$ cat src/rtl/pic_idx_pkg.sv
package pic_idx_pkg;
    localparam int CHAN_W    = 8;
    localparam int PRI_IDX_W = 10;
    localparam int WORD_W    = 32;

    localparam logic [12:0] A_CTRL     = 13'h004;
    localparam logic [12:0] A_HOSTCTRL = 13'h00C;
    localparam logic [12:0] A_GLB      = 13'h010;
    localparam logic [12:0] A_STCLR_IX = 13'h024;
    localparam logic [12:0] A_ENSET_IX = 13'h028;
    localparam logic [12:0] A_ENCLR_IX = 13'h02C;
    localparam logic [12:0] A_HSET_IX  = 13'h034;
    localparam logic [12:0] A_HCLR_IX  = 13'h038;
    localparam logic [12:0] A_PRI      = 13'h080;
    localparam int          B_STCLR    = 'h280;
    localparam int          B_ENCLR    = 'h380;
    localparam int          B_CHAN     = 'h400;
    localparam int          B_POL      = 'hD00;
    localparam int          B_TYP      = 'hD80;
endpackage

$ cat src/rtl/pic_idx_cond.sv
module pic_idx_cond #(
    parameter int NUM_SRC = 64
) (
    input  logic [NUM_SRC-1:0] raw,
    input  logic [NUM_SRC-1:0] raw_q,
    input  logic [NUM_SRC-1:0] pol,
    input  logic [NUM_SRC-1:0] typ,
    input  logic [NUM_SRC-1:0] latch_q,
    output logic [NUM_SRC-1:0] edge_hit,
    output logic [NUM_SRC-1:0] status
);
    for (genvar i = 0; i < NUM_SRC; i++) begin : g_src
        logic rise, fall;
        assign rise        = raw[i] & ~raw_q[i];
        assign fall        = ~raw[i] & raw_q[i];
        assign edge_hit[i] = typ[i] & (pol[i] ? rise : fall);
        assign status[i]   = typ[i] ? latch_q[i] : (raw[i] == pol[i]);
    end
endmodule

$ cat src/rtl/pic_idx_arb.sv
module pic_idx_arb #(
    parameter int NUM_SRC = 64,
    parameter int CHAN_W  = 8,
    localparam int IDX_W  = $clog2(NUM_SRC)
) (
    input  logic [NUM_SRC-1:0]             pend,
    input  logic [NUM_SRC-1:0][CHAN_W-1:0] chan,
    output logic                           found,
    output logic [IDX_W-1:0]               win
);
    logic [CHAN_W-1:0] best;

    always_comb begin
        found = 1'b0;
        win   = '0;
        best  = '1;
        // scan downward with <= so the lowest index wins a channel tie
        for (int i = NUM_SRC - 1; i >= 0; i--) begin
            if (pend[i] && (!found || chan[i] <= best)) begin
                found = 1'b1;
                win   = IDX_W'(i);
                best  = chan[i];
            end
        end
    end
endmodule

$ cat src/rtl/pic_idx.sv
module pic_idx
    import pic_idx_pkg::*;
#(
    parameter int NUM_SRC = 64,
    localparam int IDX_W  = $clog2(NUM_SRC),
    localparam int NWORD  = NUM_SRC / WORD_W,
    localparam int NCWORD = NUM_SRC / 4
) (
    input  logic               clk,
    input  logic               rst_n,
    input  logic               bus_we,
    input  logic [12:0]        bus_addr,
    input  logic [31:0]        bus_wdata,
    output logic [31:0]        bus_rdata,
    input  logic [NUM_SRC-1:0] irq_in,
    output logic               host_irq
);
    typedef struct packed {
        logic                           glb;
        logic                           hen;
        logic                           irq;
        logic [NUM_SRC-1:0]             en;
        logic [NUM_SRC-1:0]             latch;
        logic [NUM_SRC-1:0]             pol;
        logic [NUM_SRC-1:0]             typ;
        logic [NUM_SRC-1:0]             raw_q;
        logic [NUM_SRC-1:0][CHAN_W-1:0] chan;
    } state_t;

    state_t q, d;

    logic [NUM_SRC-1:0] edge_hit, status, pend;
    logic               arb_found;
    logic [IDX_W-1:0]   arb_win;
    logic [12:0]        aw;
    logic               idx_ok;
    logic [IDX_W-1:0]   idx;

    pic_idx_cond #(.NUM_SRC(NUM_SRC)) u_cond (
        .raw      (irq_in),
        .raw_q    (q.raw_q),
        .pol      (q.pol),
        .typ      (q.typ),
        .latch_q  (q.latch),
        .edge_hit (edge_hit),
        .status   (status)
    );

    assign pend = status & q.en;

    pic_idx_arb #(.NUM_SRC(NUM_SRC), .CHAN_W(CHAN_W)) u_arb (
        .pend  (pend),
        .chan  (q.chan),
        .found (arb_found),
        .win   (arb_win)
    );

    assign aw     = {bus_addr[12:2], 2'b00};
    assign idx_ok = bus_wdata < 32'(NUM_SRC);
    assign idx    = bus_wdata[IDX_W-1:0];

    always_comb begin
        d       = q;
        d.raw_q = irq_in;
        if (bus_we) begin
            if (aw == A_GLB)                d.glb = bus_wdata[0];
            if (aw == A_HSET_IX && bus_wdata == 32'd0) d.hen = 1'b1;
            if (aw == A_HCLR_IX && bus_wdata == 32'd0) d.hen = 1'b0;
            if (aw == A_ENSET_IX && idx_ok) d.en[idx]    = 1'b1;
            if (aw == A_ENCLR_IX && idx_ok) d.en[idx]    = 1'b0;
            if (aw == A_STCLR_IX && idx_ok) d.latch[idx] = 1'b0;
            for (int w = 0; w < NWORD; w++) begin
                if (int'(aw) == B_STCLR + 4 * w) d.latch[w*WORD_W +: WORD_W] &= ~bus_wdata;
                if (int'(aw) == B_ENCLR + 4 * w) d.en[w*WORD_W +: WORD_W]    &= ~bus_wdata;
                if (int'(aw) == B_POL + 4 * w)   d.pol[w*WORD_W +: WORD_W]   = bus_wdata;
                if (int'(aw) == B_TYP + 4 * w)   d.typ[w*WORD_W +: WORD_W]   = bus_wdata;
            end
            for (int w = 0; w < NCWORD; w++) begin
                if (int'(aw) == B_CHAN + 4 * w) begin
                    for (int k = 0; k < 4; k++) d.chan[4*w+k] = bus_wdata[8*k +: 8];
                end
            end
        end
        // a new edge beats a clear in the same cycle; level sources keep no latch
        d.latch = (d.latch | edge_hit) & q.typ;
        d.irq   = q.glb & q.hen & (|pend);
    end

    always_ff @(posedge clk) begin
        if (!rst_n) q <= '0;
        else        q <= d;
    end

    always_comb begin
        bus_rdata = '0;
        if (aw == A_GLB) bus_rdata = {31'd0, q.glb};
        if (aw == A_PRI) bus_rdata = arb_found ? {22'd0, PRI_IDX_W'(arb_win)} : 32'h8000_0000;
        for (int w = 0; w < NWORD; w++) begin
            if (int'(aw) == B_POL + 4 * w) bus_rdata = q.pol[w*WORD_W +: WORD_W];
            if (int'(aw) == B_TYP + 4 * w) bus_rdata = q.typ[w*WORD_W +: WORD_W];
        end
        for (int w = 0; w < NCWORD; w++) begin
            if (int'(aw) == B_CHAN + 4 * w)
                bus_rdata = {q.chan[4*w+3], q.chan[4*w+2], q.chan[4*w+1], q.chan[4*w]};
        end
    end

    assign host_irq = q.irq;
endmodule

$ cat config.mk
export PLATFORM = sky130hd
export DESIGN_NAME = pic_idx
export DESIGN_NICKNAME = d
export VERILOG_FILES = /design/src/rtl/pic_idx_pkg.sv /design/src/rtl/pic_idx_cond.sv /design/src/rtl/pic_idx_arb.sv /design/src/rtl/pic_idx.sv
export SDC_FILE = /design/constraint.sdc
export NUM_CORES = 2
export LEC_CHECK = 0
export BUFFER_PORTS_ARGS = -buffer_cell sky130_fd_sc_hd__buf_2
export CAP_MARGIN = 40
export CORE_ASPECT_RATIO = 1.5
export CORE_MARGIN = 1.5
export CORE_UTILIZATION = 50
export CTS_CLUSTER_SIZE = 20
export DETAILED_ROUTE_END_ITERATION = 7
export PLACE_DENSITY = 0.66
export SLEW_MARGIN = 20
export SYNTH_ARGS = -nofsm -noshare
export SYNTH_HDL_FRONTEND = slang
export SYNTH_HIERARCHICAL = 1
export SYNTH_SLANG_ARGS = --single-unit
$ cat constraint.sdc
create_clock -name clk -period 171.5 [get_ports clk]
set_input_delay 8.575 -clock clk [delete_from_list [all_inputs] [get_ports clk]]
set_output_delay 8.575 -clock clk [all_outputs]
set_load 0.01 [all_outputs]
==> flow_metrics.tcl <==
set metrics [dict create \
    antenna_found_initial 44 \
    area_delta_synth_final_pct 9.01 \
    max-vdd-ir-drop_mv 0.00911 \
    r2r-end "host_irq" \
    hold_path.class "reg2reg" \
    setup_viol 0 \
    dp.final_hpwl_um 240000 \
    power_frac_comb_pct 6.6 \
    path_clk_slew_ns 0.06 \
    routed_wl_um 329000 \
    cts.sink_count 835 \
    clockRootBuffer "clkbuf_16" \
    synth_cell_types 127 \
    p_leak_nw 30.8 \
    grt_pass1_vias 64000 \
    grt_max_degree 244 \
    die_w_um 296 \
    die_area_um2 131000 \
    synth_edf_count 0 \
    drv_cap 0 \
    sequentialPowerShare_pct 44.4 \
    grt_usage_pct 48.6 \
    p_sw_uw 119 \
    cpPeakStageDelay_ns 0.80 \
    reg2reg_from "q[653]" \
    syn_nets 9198 \
    p_int_uw 320 \
    clkPwrFrac_pct 48.9 \
    firstDrtPassIters 7 \
    yosysWarnings 6 \
    crit_type "in2out" \
    postCtsSetupRepairBufs 0 \
    synth-seq-cells 835 \
    stdcell_count 10400 \
    r2r_setup_slack_ns 168.26 \
    wire_per_inst_um 31.6 \
    final_util_pct 54.9 \
    boundaryPins 145 \
    grt_pass1_wl_um 457000 \
    crit_path_start_kind "primary input" \
    hold_violations 0 \
    reg2regPathDepth 7 \
    drcViolationCount 0 \
    p_sw_share_pct 27.2 \
    gp_congestion 1.06 \
    total_power_uw 439 \
    clk_latency_ns 0.81 \
    synth_area_leaders "dfxtp_1, nand2_1, ha_1" \
    via_per_inst 6.68 \
    worstHoldStart "q[833]" \
    yosys.area.top_type "dfxtp_1" \
    cp_slowest_cell "o41ai_2" \
    setup-tns-final_ns 0 \
    io_buffers 142 \
    worstMarginPinSlew_ns 1.16 \
    synthFlopType "dfxtp_1" \
    yosys.area.top_type_share_pct 25.9 \
    cp.arrival_ns 152.33 \
    cts_tree "yes" \
    crit_path_end_kind "output port" \
    ant_nets 0 \
    fp.dieH_um 443 \
    max_slew_margin_pct 22.6 \
    cts_buffer_depth 3 \
    min_delay_path_depth 2 \
    drt_iter0_markers 8516 \
    ys_seq_area_share_pct 25.9 \
    placed_cells 10200 \
    outcome "completed" \
    min_period_over_period_pct 93.8 \
    num_vias 69500 \
    period_needed_ns 160.91 \
    rsz0062_at_grt "false" \
    holdPathEnd "q[833]" \
    drive_gt1_share_pct 9.79 \
    initial_core_util_pct 50.3 \
    path_max_fanout 24 \
    overflow 0 \
    cp_data_required_time_ns 162.93 \
    synthArstFlopShare_pct 0 \
    core_um2 128000 \
    fin_skew_ns 0.0615 \
    finalMaxSlewViolations 0 \
    cts_made_buffers 93 \
    cts_hold_buf 0 \
    synth.cell_area_um2 64600 \
    cts-htree-levels 3 \
    layout.nets 9137 \
    postSynthAreaPerCell_um2 7.47 \
    p_per_area_nw_per_um2 6.24 \
    clock.fmax_ghz 0.00621 \
    syn_inst 8643 \
    fp-row-count 161 \
    crit_top_cell "a21oi_1" \
    post_cts_resized 0 \
]
-- cells in the final DEF (no fill, tap or decap), types with 40 or more instances in the layout --
| master | Yosys | final |
|---|---|---|
| a211oi_1 | 101 | 101 |
| a21boi_0 | 316 | 315 |
| a21boi_1 | 411 | 412 |
| a21o_1 | 127 | 127 |
| a21oi_1 | 421 | 421 |
| a22oi_1 | 114 | 114 |
| a31oi_1 | 70 | 70 |
| and2_1 | 194 | 193 |
| and3_1 | 45 | 44 |
| buf_2 | 130 | 156 |
| buf_4 | 16 | 173 |
| clkbuf_16 | 0 | 93 |
| dfxtp_1 | 835 | 835 |
| diode_2 | 0 | 40 |
| ha_1 | 443 | 443 |
| inv_1 | 486 | 486 |
| mux2_2 | 147 | 147 |
| mux2i_1 | 167 | 167 |
| nand2_1 | 1738 | 1735 |
| nand2b_1 | 73 | 73 |
| nand3_1 | 145 | 142 |
| nand3b_1 | 80 | 80 |
| nand4_1 | 58 | 58 |
| nor2_1 | 402 | 396 |
| nor2b_1 | 90 | 88 |
| nor3_1 | 85 | 85 |
| o211a_1 | 70 | 70 |
| o211ai_1 | 94 | 94 |
| o21a_1 | 59 | 59 |
| o21ai_0 | 478 | 474 |
| o21ai_1 | 39 | 41 |
| o22ai_1 | 99 | 99 |
| or3b_1 | 65 | 65 |
| xor2_1 | 73 | 73 |
-- stage by stage --
stage / hold WS [ns] / setup WS (ns) / cell area [um^2]
finish: 0.481 / 10.59 / 70400
floorplan: 0.425 / 34.42 / 64600
CTS: 0.481 / 12.35 / 70100
detailed placement: 0.467 / 12.87 / 66900
global placement: 0.456 / 11.00 / 66500
global route: 0.512 / 2.51 / 70300
-- layout make-up --
type                       instances  area, um^2
sequential                       835       16700
tap                             1711        2140
inverter                         490        1840
timing repair buffer             361        2530
clock inverter                    42         551
multi-input combinational       6801       43900
antenna                           40         100
clock buffer                     131        2630
fill                           12500       57900
-- worst max-delay path by stage --
stage | start | to | slack, ns | cells past startpoint
2_1_floorplan | irq_in[63] | bus_rdata[4] | 34.42 | 672
3_3_place_gp | irq_in[63] | bus_rdata[4] | 11.00 | 649
3_5_place_dp | irq_in[63] | bus_rdata[4] | 12.87 | 664
4_1_cts | irq_in[63] | bus_rdata[4] | 12.35 | 664
5_1_grt | irq_in[63] | bus_rdata[4] | 2.51 | 669
6_report | irq_in[63] | bus_rdata[4] | 10.59 | 665
-- flip-flops by register name, summed over array words and instances, names as in the netlist --
signal    cells
q           834
host_irq      1
-- cell families (layout without fill, tap and decap cells) --
logic type	count (synthesis)	after routing	share of synthesized area (%)
and+or+nand+nor	3195	3195	23.1
adders and majority gates	459	459	8.83
other	0	40	0
xor gates and xnor gates	96	96	1.30
DFF	835	835	25.9
buffers and inverters	1007	1024	6.34
muxes	349	349	6.01
AOI/OAI and AO/OA	2702	2702	28.6
-- cell usage after synthesis (all sizes together) (127+ instances only) --
cell and n:
mux2 178, buf 172, a21oi 426, nand2 1739
nand3 145, clkbuf 341, dfxtp 835, inv 486
nor2 409, ha 443, and2 198, mux2i 167
a21boi 729, o21ai 522, a21o 127
-- power by group through the flow --
stage | combinational [mW] | sequential, mW | clock (mW)
after floorplan | 0.0125 | 0.199 | 0
after global placement | 0.0266 | 0.199 | 0
after detailed placement | 0.0269 | 0.199 | 0
after CTS | 0.0269 | 0.195 | 0.214
after global routing | 0.0286 | 0.195 | 0.221
final | 0.0291 | 0.195 | 0.215
-- critical path, delay by kind of cell --
kind                       cells  cell delay, ns
xor gates and xnor gates       1            0.15
AOI/OAI and AO/OA            319           69.80
adders and majority gates     71           20.48
muxes                         40           13.70
and+or+nand+nor              170           30.19
buffers and inverters         64            9.20
-- layer usage --
| metal | global-route usage [%] | vias to the layer above | share of wire [%] |
|---|---|---|---|
| met2 | 74.5 | 4473 | 44 |
| met3 | 14.1 | 1573 | 10 |
| li1 | - | 30500 | - |
| met1 | 50.7 | 32900 | 33 |
| met4 | 53.4 | 20 | 13 |
| met5 | 0 | - | 0.037 |
Note: power is estimated with default switching activity, not from simulation.
